[src/rtl/vch_pkg.sv]
package vch_pkg;

  // Frame markers that travel with a pixel.
  typedef struct packed {
    logic sof;
    logic eof;
  } vch_mark_t;

endpackage

[src/rtl/vch_rst_sync.sv]
module vch_rst_sync (
  input  logic clk,
  input  logic rst_n,
  output logic rst_sync_n
);

  logic meta_q;
  logic sync_q;

  always_ff @(posedge clk or negedge rst_n) begin
    if (!rst_n) begin
      meta_q <= 1'b0;
      sync_q <= 1'b0;
    end else begin
      meta_q <= 1'b1;
      sync_q <= meta_q;
    end
  end

  assign rst_sync_n = sync_q;

endmodule

[src/rtl/vch_pos_track.sv]
module vch_pos_track #(
  parameter int IN_W = 720,
  parameter int IN_H = 244,
  parameter int CW   = 10,
  parameter int RW   = 8
) (
  input  logic          clk,
  input  logic          rst_n,
  input  logic          beat_fire,
  input  logic          beat_sof,
  input  logic          beat_eof,
  output logic [CW-1:0] cur_col,
  output logic [RW-1:0] cur_row
);

  localparam logic [CW-1:0] COL_LAST = CW'(IN_W - 1);
  localparam logic [RW-1:0] ROW_LAST = RW'(IN_H - 1);

  logic [CW-1:0] col_q, col_d;
  logic [RW-1:0] row_q, row_d;

  // Position of the beat on the bus, and position of the one after it.
  always_comb begin
    cur_col = beat_sof ? '0 : col_q;
    cur_row = beat_sof ? '0 : row_q;
    col_d   = col_q;
    row_d   = row_q;
    if (beat_eof) begin
      col_d = '0;
      row_d = '0;
    end else if (cur_col == COL_LAST) begin
      col_d = '0;
      row_d = (cur_row == ROW_LAST) ? '0 : cur_row + 1'b1;
    end else begin
      col_d = cur_col + 1'b1;
      row_d = cur_row;
    end
  end

  always_ff @(posedge clk or negedge rst_n) begin
    if (!rst_n) begin
      col_q <= '0;
      row_q <= '0;
    end else if (beat_fire) begin
      col_q <= col_d;
      row_q <= row_d;
    end
  end

  // the tracked position never leaves the input frame.
  p_pos_in_frame_r2: assert property (@(posedge clk) disable iff (!rst_n)
    (col_q <= COL_LAST) && (row_q <= ROW_LAST));

  // a beat carrying the end marker restarts the position at the origin.
  p_eof_restart_r10: assert property (@(posedge clk) disable iff (!rst_n)
    (beat_fire && beat_eof) |=> (col_q == '0) && (row_q == '0));

endmodule

[src/rtl/vch_keep_decide.sv]
module vch_keep_decide #(
  parameter int CLIP_L   = 40,
  parameter int CLIP_T   = 2,
  parameter int WIN_W    = 640,
  parameter int WIN_H    = 240,
  parameter bit KEEP_ODD = 1'b0,
  parameter int CW       = 10,
  parameter int RW       = 8
) (
  input  logic [CW-1:0] col,
  input  logic [RW-1:0] row,
  output logic          keep,
  output logic          first,
  output logic          last
);

  localparam logic [CW:0]   C_LO    = (CW+1)'(CLIP_L);
  localparam logic [CW:0]   C_HI    = (CW+1)'(CLIP_L + WIN_W);
  localparam logic [RW:0]   R_LO    = (RW+1)'(CLIP_T);
  localparam logic [RW:0]   R_HI    = (RW+1)'(CLIP_T + WIN_H);
  localparam logic          L_PAR   = 1'(CLIP_L % 2);
  localparam logic [CW-1:0] C_FIRST = CW'(CLIP_L + int'(KEEP_ODD));
  localparam logic [CW-1:0] C_LAST  = CW'(CLIP_L + WIN_W - 2 + int'(KEEP_ODD));
  localparam logic [RW-1:0] R_FIRST = RW'(CLIP_T);
  localparam logic [RW-1:0] R_LAST  = RW'(CLIP_T + WIN_H - 1);

  logic in_cols;
  logic in_rows;
  logic rel_odd;
  logic phase_ok;

  always_comb begin
    in_cols = ({1'b0, col} >= C_LO) && ({1'b0, col} < C_HI);
    in_rows = ({1'b0, row} >= R_LO) && ({1'b0, row} < R_HI);
    rel_odd = col[0] ^ L_PAR;
  end

  generate
    if (KEEP_ODD) begin : g_keep_odd
      assign phase_ok = rel_odd;
    end else begin : g_keep_even
      assign phase_ok = ~rel_odd;
    end
  endgenerate

  always_comb begin
    keep  = in_cols && in_rows && phase_ok;
    first = keep && (row == R_FIRST) && (col == C_FIRST);
    last  = keep && (row == R_LAST) && (col == C_LAST);
  end

endmodule

[src/rtl/vch_out_stage.sv]
module vch_out_stage
  import vch_pkg::*;
#(
  parameter int PIX_W = 8
) (
  input  logic             clk,
  input  logic             rst_n,
  input  logic             load,
  input  logic [PIX_W-1:0] load_data,
  input  vch_mark_t        load_mark,
  input  logic             out_ready,
  output logic             out_valid,
  output logic [PIX_W-1:0] out_data,
  output vch_mark_t        out_mark,
  output logic             space
);

  logic             valid_q, valid_d;
  logic [PIX_W-1:0] data_q;
  vch_mark_t        mark_q;

  always_comb begin
    space   = !valid_q || out_ready;
    valid_d = valid_q;
    if (load) begin
      valid_d = 1'b1;
    end else if (out_ready) begin
      valid_d = 1'b0;
    end
  end

  always_ff @(posedge clk or negedge rst_n) begin
    if (!rst_n) begin
      valid_q <= 1'b0;
    end else begin
      valid_q <= valid_d;
    end
  end

  always_ff @(posedge clk or negedge rst_n) begin
    if (!rst_n) begin
      data_q <= '0;
      mark_q <= '0;
    end else if (load) begin
      data_q <= load_data;
      mark_q <= load_mark;
    end
  end

  assign out_valid = valid_q;
  assign out_data  = data_q;
  assign out_mark  = mark_q;

  // a held output is not disturbed until the sink takes it.
  p_hold_stable_r8: assert property (@(posedge clk) disable iff (!rst_n)
    (valid_q && !out_ready) |=> valid_q && $stable(data_q) && $stable(mark_q));

  // the upstream never loads over an untaken pixel.
  p_no_overwrite_r8: assert property (@(posedge clk) disable iff (!rst_n)
    load |-> (!valid_q || out_ready));

endmodule

[src/rtl/vclip_hdecim.sv]
module vclip_hdecim
  import vch_pkg::*;
#(
  parameter int PIX_W    = 8,
  parameter int IN_W     = 720,
  parameter int IN_H     = 244,
  parameter int CLIP_L   = 40,
  parameter int CLIP_T   = 2,
  parameter int WIN_W    = 640,
  parameter int WIN_H    = 240,
  parameter bit KEEP_ODD = 1'b0
) (
  input  logic             clk,
  input  logic             rst_n,
  input  logic             in_valid,
  output logic             in_ready,
  input  logic [PIX_W-1:0] in_data,
  input  logic             in_sof,
  input  logic             in_eof,
  output logic             out_valid,
  input  logic             out_ready,
  output logic [PIX_W-1:0] out_data,
  output logic             out_sof,
  output logic             out_eof
);

  localparam int CW        = $clog2(IN_W);
  localparam int RW        = $clog2(IN_H);
  localparam int OUT_W     = WIN_W / 2;
  localparam int OUT_TOTAL = OUT_W * WIN_H;
  localparam int FW        = $clog2(OUT_TOTAL + 1);

  logic          rst_sync_n;
  logic [CW-1:0] cur_col;
  logic [RW-1:0] cur_row;
  logic          keep;
  logic          first;
  logic          last;
  logic          space;
  logic          fire;
  logic          load;
  vch_mark_t     load_mark;
  vch_mark_t     out_mark;

  vch_rst_sync u_rst_sync (
    .clk        (clk),
    .rst_n      (rst_n),
    .rst_sync_n (rst_sync_n)
  );

  vch_pos_track #(
    .IN_W (IN_W),
    .IN_H (IN_H),
    .CW   (CW),
    .RW   (RW)
  ) u_pos (
    .clk       (clk),
    .rst_n     (rst_sync_n),
    .beat_fire (fire),
    .beat_sof  (in_sof),
    .beat_eof  (in_eof),
    .cur_col   (cur_col),
    .cur_row   (cur_row)
  );

  vch_keep_decide #(
    .CLIP_L   (CLIP_L),
    .CLIP_T   (CLIP_T),
    .WIN_W    (WIN_W),
    .WIN_H    (WIN_H),
    .KEEP_ODD (KEEP_ODD),
    .CW       (CW),
    .RW       (RW)
  ) u_keep (
    .col   (cur_col),
    .row   (cur_row),
    .keep  (keep),
    .first (first),
    .last  (last)
  );

  // Dropped pixels never wait; kept ones wait for room in the output register.
  always_comb begin
    in_ready      = !keep || space;
    fire          = in_valid && in_ready;
    load          = fire && keep;
    load_mark.sof = first;
    load_mark.eof = last;
  end

  vch_out_stage #(
    .PIX_W (PIX_W)
  ) u_out (
    .clk       (clk),
    .rst_n     (rst_sync_n),
    .load      (load),
    .load_data (in_data),
    .load_mark (load_mark),
    .out_ready (out_ready),
    .out_valid (out_valid),
    .out_data  (out_data),
    .out_mark  (out_mark),
    .space     (space)
  );

  assign out_sof = out_mark.sof;
  assign out_eof = out_mark.eof;

  // Checker state: output transfers counted since the last start marker.
  logic          out_fire;
  logic          seen_sof_q;
  logic [FW-1:0] beat_cnt_q;

  assign out_fire = out_valid && out_ready;

  always_ff @(posedge clk or negedge rst_sync_n) begin
    if (!rst_sync_n) begin
      seen_sof_q <= 1'b0;
      beat_cnt_q <= '0;
    end else if (out_fire) begin
      if (out_sof) begin
        seen_sof_q <= 1'b1;
        beat_cnt_q <= FW'(1);
      end else begin
        beat_cnt_q <= beat_cnt_q + 1'b1;
      end
    end
  end

  // a pixel that is dropped is always taken at once.
  p_drop_no_wait_r9: assert property (@(posedge clk) disable iff (!rst_sync_n)
    (in_valid && !keep) |-> in_ready);

  // start and end markers never share an output pixel.
  p_marks_apart_r6: assert property (@(posedge clk) disable iff (!rst_sync_n)
    out_valid |-> !(out_sof && out_eof));

  // a frame closes after exactly the decimated window size.
  p_frame_len_r11: assert property (@(posedge clk) disable iff (!rst_sync_n)
    (out_fire && out_eof && seen_sof_q) |-> (beat_cnt_q == FW'(OUT_TOTAL - 1)));

  // a kept pixel is presented right after its handshake.
  p_kept_shows_r7: assert property (@(posedge clk) disable iff (!rst_sync_n)
    load |=> out_valid);

endmodule

[config.mk]
export PLATFORM = sky130hd
export DESIGN_NAME = vclip_hdecim
export DESIGN_NICKNAME = d
export VERILOG_FILES = /design/src/rtl/vch_pkg.sv /design/src/rtl/vch_rst_sync.sv /design/src/rtl/vch_pos_track.sv /design/src/rtl/vch_keep_decide.sv /design/src/rtl/vch_out_stage.sv /design/src/rtl/vclip_hdecim.sv
export SDC_FILE = /design/constraint.sdc
export NUM_CORES = 1
export LEC_CHECK = 0
export BUFFER_PORTS_ARGS = -buffer_cell sky130_fd_sc_hd__buf_4
export CORE_UTILIZATION = 51
export DETAILED_ROUTE_END_ITERATION = 6
export PLACE_DENSITY = 0.83
export SLEW_MARGIN = 10
export SYNTH_ARGS = -nofsm -noshare
export SYNTH_HDL_FRONTEND = slang
export SYNTH_HIERARCHICAL = 1
export SYNTH_SLANG_ARGS = --single-unit
[constraint.sdc]
create_clock -name clk -period 1.9 [get_ports clk]
set_clock_uncertainty 0.2 [all_clocks]
set_input_delay 0 -clock clk [delete_from_list [all_inputs] [get_ports clk]]
set_output_delay 0 -clock clk [all_outputs]
set_load 0.02 [all_outputs]
==> summary.txt <==
Run status
  – Violated checks: negative hold slack, negative setup slack
  – Outcome: finished, violations left

Cells and area
  – Layout cells sized above 1: 0.5300
  – ANT cells: 0
  – Final #Nets: 297
  – Design area: 0.003007 mm2
  – Layout Utilization: 0.8870
  – P&R area growth vs syn: 63.47%
  – Leading cell type in the layout, fill and taps excluded: buf_4
  – Commonest non-fill, non-tap cells in the layout: buf_4, dfrtp_1, dlygate4sd3_1

Clock tree
  – Maximum clock path buffer count: 2
  – Htree depth: 2
  – Clk_lat worst skew: 0.36 ns
  – TritonCTS buffer count: 5
  – CTS clk-pin slew, worst paths: 0.11 ns
  – Clock sink count: 31
  – Root Buffer: clkbuf_4
  – CTS tree: yes

Yosys
  – Mean Syn Cell Area: 10.45 um2
  – Syn Nets: 191
  – YS warnings: 6
  – Seq/Total Area, Yosys: 0.4218
  – Cell count after synthesis: 176
  – Yosys reg bits: 31
  – Top cells by area, synth: dfrtp_1, mux2_4, nor2b_1
  – Synth unique cells: 51
  – Share of the synthesized area in the top cell type: 0.4218
  – Main synth FF type: dfrtp_1
  – Area leader, netlist: dfrtp_1
  – Post-Syn Area: 0.001839 mm2
  – Share of flip-flops with an asynchronous set or reset: 1.000
  – EDFF count, synth: 0

Timing
  – Max transition margin: 0.6217
  – PnR worst setup slack: -0.7992 ns
  – Final slew viol count: 0
  – Endpoints failing setup: 30
  – Period utilization: 1.421
  – Hold slack: -0.004188 ns
  – Peak Freq: 0.3705 GHz
  – Endpoints failing hold: 1
  – Worst Tran Pin Value: 0.5675 ns
  – Final min period: 2.699 ns
  – RSZ-0062 raised after global routing: yes

Routing
  – Post-DRT Antenna Nets: 0
  – First drt pass iteration count: 4
  – Avg WL per Cell: 21.92 um
  – DR vias/cell: 6.191
  – Drt drc: 0
  – Routed via count: 2037
  – Routed WL: 7213 um
  – Drt initial violations: 220

GRT
  – Vias in the first global route: 2039
  – Largest net degree at the start of global routing: 23
  – Overflow left after global routing: 0
  – GRT Total Usage: 0.3626
  – Initial antenna violation count: 0
  – First-pass GRT wire length: 9694 um

Pwr
  – Reg power frac: 0.474
  – Max VDD drop: 0.0004306 V
  – Clock share of power: 0.403
  – Psw: 0.3525 mW
  – Int Pwr: 1.069 mW
  – Switching Share: 0.2481
  – Total power density per cell area: 472.7 mW/mm2
  – Comb pwr share: 0.123
  – Lkg Pwr: 1.372 nW

Placed design
  – Hpwl dp: 3996 um
  – IO Port Bufs: 25
  – Routability Congestion: 0.9716
  – Placed cell areas: 0.002562 mm2

Setup path
  – CP max FO: 4
  – Kind of critical path: reg -> reg
  – Worst path max stage delay: 0.55 ns
  – Worst Setup Start Kind: register
  – Worst Path Arrival: 2.79 ns
  – Worst EP required: 1.99 ns
  – CP Capture Type: register
  – Cell Chain, Critical Path: inv_2 > nor2_2 > or4_4 > mux2i_4 > nor4b_4 > nand2b_4 > and2_4 > nor2b_4 > o41ai_4 > o31ai_1 > a32o_1
  – CP max stage cell: or4_4

Floorplan
  – Die Wd: 62.06 um
  – Core Rows: 21
  – Core Area: 0.003390 mm2
  – Chip height: 62.06 um
  – Die ar.: 0.003851 mm2
  – Initial core utilization: 0.5426
  – I/O pin total: 26

Worst hold path
  – Tightest Hold Check Type: in -> reg

Flow run
  – Maxcap violations: 0
[flip-flops by register name, summed over array words and instances, names as in the netlist]
name and cells:
u_pos/row_q 8, u_out/out_valid 1, u_rst_sync/meta_q 1, u_rst_sync/rst_sync_n 1
u_pos/col_q 10, u_out/out_data 8, u_out/out_mark 2
[logic make-up (layout without fill, tap and decap cells)]
logic type	Yosys count	after routing	synth area share
xor gates and xnor gates	5	5	0.02381
and+or+nand+nor	75	75	0.2674
adders and majority gates	1	1	0.006802
muxes	11	11	0.08503
DFF	31	31	0.4218
AOI/OAI and AO/OA	39	39	0.1585
buffers and inverters	13	120	0.03469
other	1	1	0.002039
[what timing repair did]
action | in CTS | in global routing
endpoints found under the setup margin | 30 | 30
hold buffers | 12 | 1
cloned | 1 | 0
setup buffers | 5 | 8
gates resized for setup | 13 | 20
pin swaps | 4 | 10
hold endpoints to repair | 22 | 9
[worst paths after layout]
kind                                             from  slack (ns)             end  cells past startpoint
worst max-delay path                   u_pos/row_q[4]       -0.80  u_pos/col_q[8]                     11
worst min-delay path                           in_sof      -0.004  u_pos/col_q[6]                      4
worst max register to register         u_pos/row_q[4]       -0.80  u_pos/col_q[8]                     11
worst min register to register  u_rst_sync/rst_sync_n        0.04  u_pos/row_q[4]                      0
max in group asynchronous       u_rst_sync/rst_sync_n        0.96  u_pos/col_q[3]                      1
min in group asynchronous       u_rst_sync/rst_sync_n        0.04  u_pos/row_q[4]                      0
[layout make-up]
type	instances	area [um2]
Multi-Input combinational cell	132	1192
Timing Repair Buffer	105	860.8
Sequential cell	31	775.7
Fill cell	138	382.9
Tap cell	46	57.56
Clock buffer	6	51.30
Clock inverter	2	35.03
Inverter	6	26.28
Timing Repair inverter	1	7.507
[stage by stage]
step / setup slack [ns] / cells / power (mW) / TNS (ns)
floorplan: -0.7337 / 176 / 0.7429 / -14.37
global placement: -0.6340 / 296 / 0.8042 / -14.72
detailed placement: -0.7002 / 296 / 0.8093 / -16.50
CTS: -0.6469 / 322 / 1.388 / -15.74
global route: -0.8546 / 329 / 1.459 / -20.29
finish: -0.7992 / 329 / 1.421 / -18.65
[routing by layer]
| layer | vias up | wire length, um | GRT usage |
|---|---|---|---|
| met3 | 45 | 468 | 0.05590 |
| met1 | 1005 | 2696 | 0.4228 |
| met4 | 0 | 395 | 0.2317 |
| li1 | 866 | - | - |
| met5 | - | 0 | 0 |
| met2 | 121 | 3653 | 0.6185 |
[cell usage after synthesis (2+ instances only)]
| library cell | n |
|---|---|
| dfrtp_1 | 31 |
| nor2b_1 | 15 |
| nand2_1 | 10 |
| o21ai_0 | 10 |
| mux2_4 | 9 |
| nor2_1 | 9 |
| inv_1 | 6 |
| a22o_1 | 5 |
| clkbuf_1 | 5 |
| nand2b_1 | 5 |
| nand4_1 | 5 |
| a21oi_1 | 4 |
| nand3_1 | 4 |
| o2bb2ai_1 | 4 |
| o31ai_1 | 4 |
| nor3_1 | 3 |
| nor4_1 | 3 |
| xnor2_1 | 3 |
| and3_1 | 2 |
| buf_6 | 2 |
| nand2b_4 | 2 |
| nand4b_1 | 2 |
| nor3b_1 | 2 |
| o31a_1 | 2 |
| o41ai_1 | 2 |
| xor2_1 | 2 |
[worst max-delay path: cells and delay by family (launching register included)]
family | cells | cell delay [ns]
simple gates | 6 | 1.13
flops | 1 | 0.42
buf+inv | 1 | 0.09
compound gates | 3 | 0.62
mux | 1 | 0.18
[power groups by stage]
stage / registers (mW) / clock network, mW / logic, mW
after floorplan: 0.690 / 0 / 0.0534
after global placement: 0.686 / 0 / 0.118
after detailed placement: 0.687 / 0 / 0.123
after CTS: 0.674 / 0.560 / 0.154
after global routing: 0.676 / 0.600 / 0.184
final: 0.673 / 0.573 / 0.175
Power figures use the tool's default switching activity.
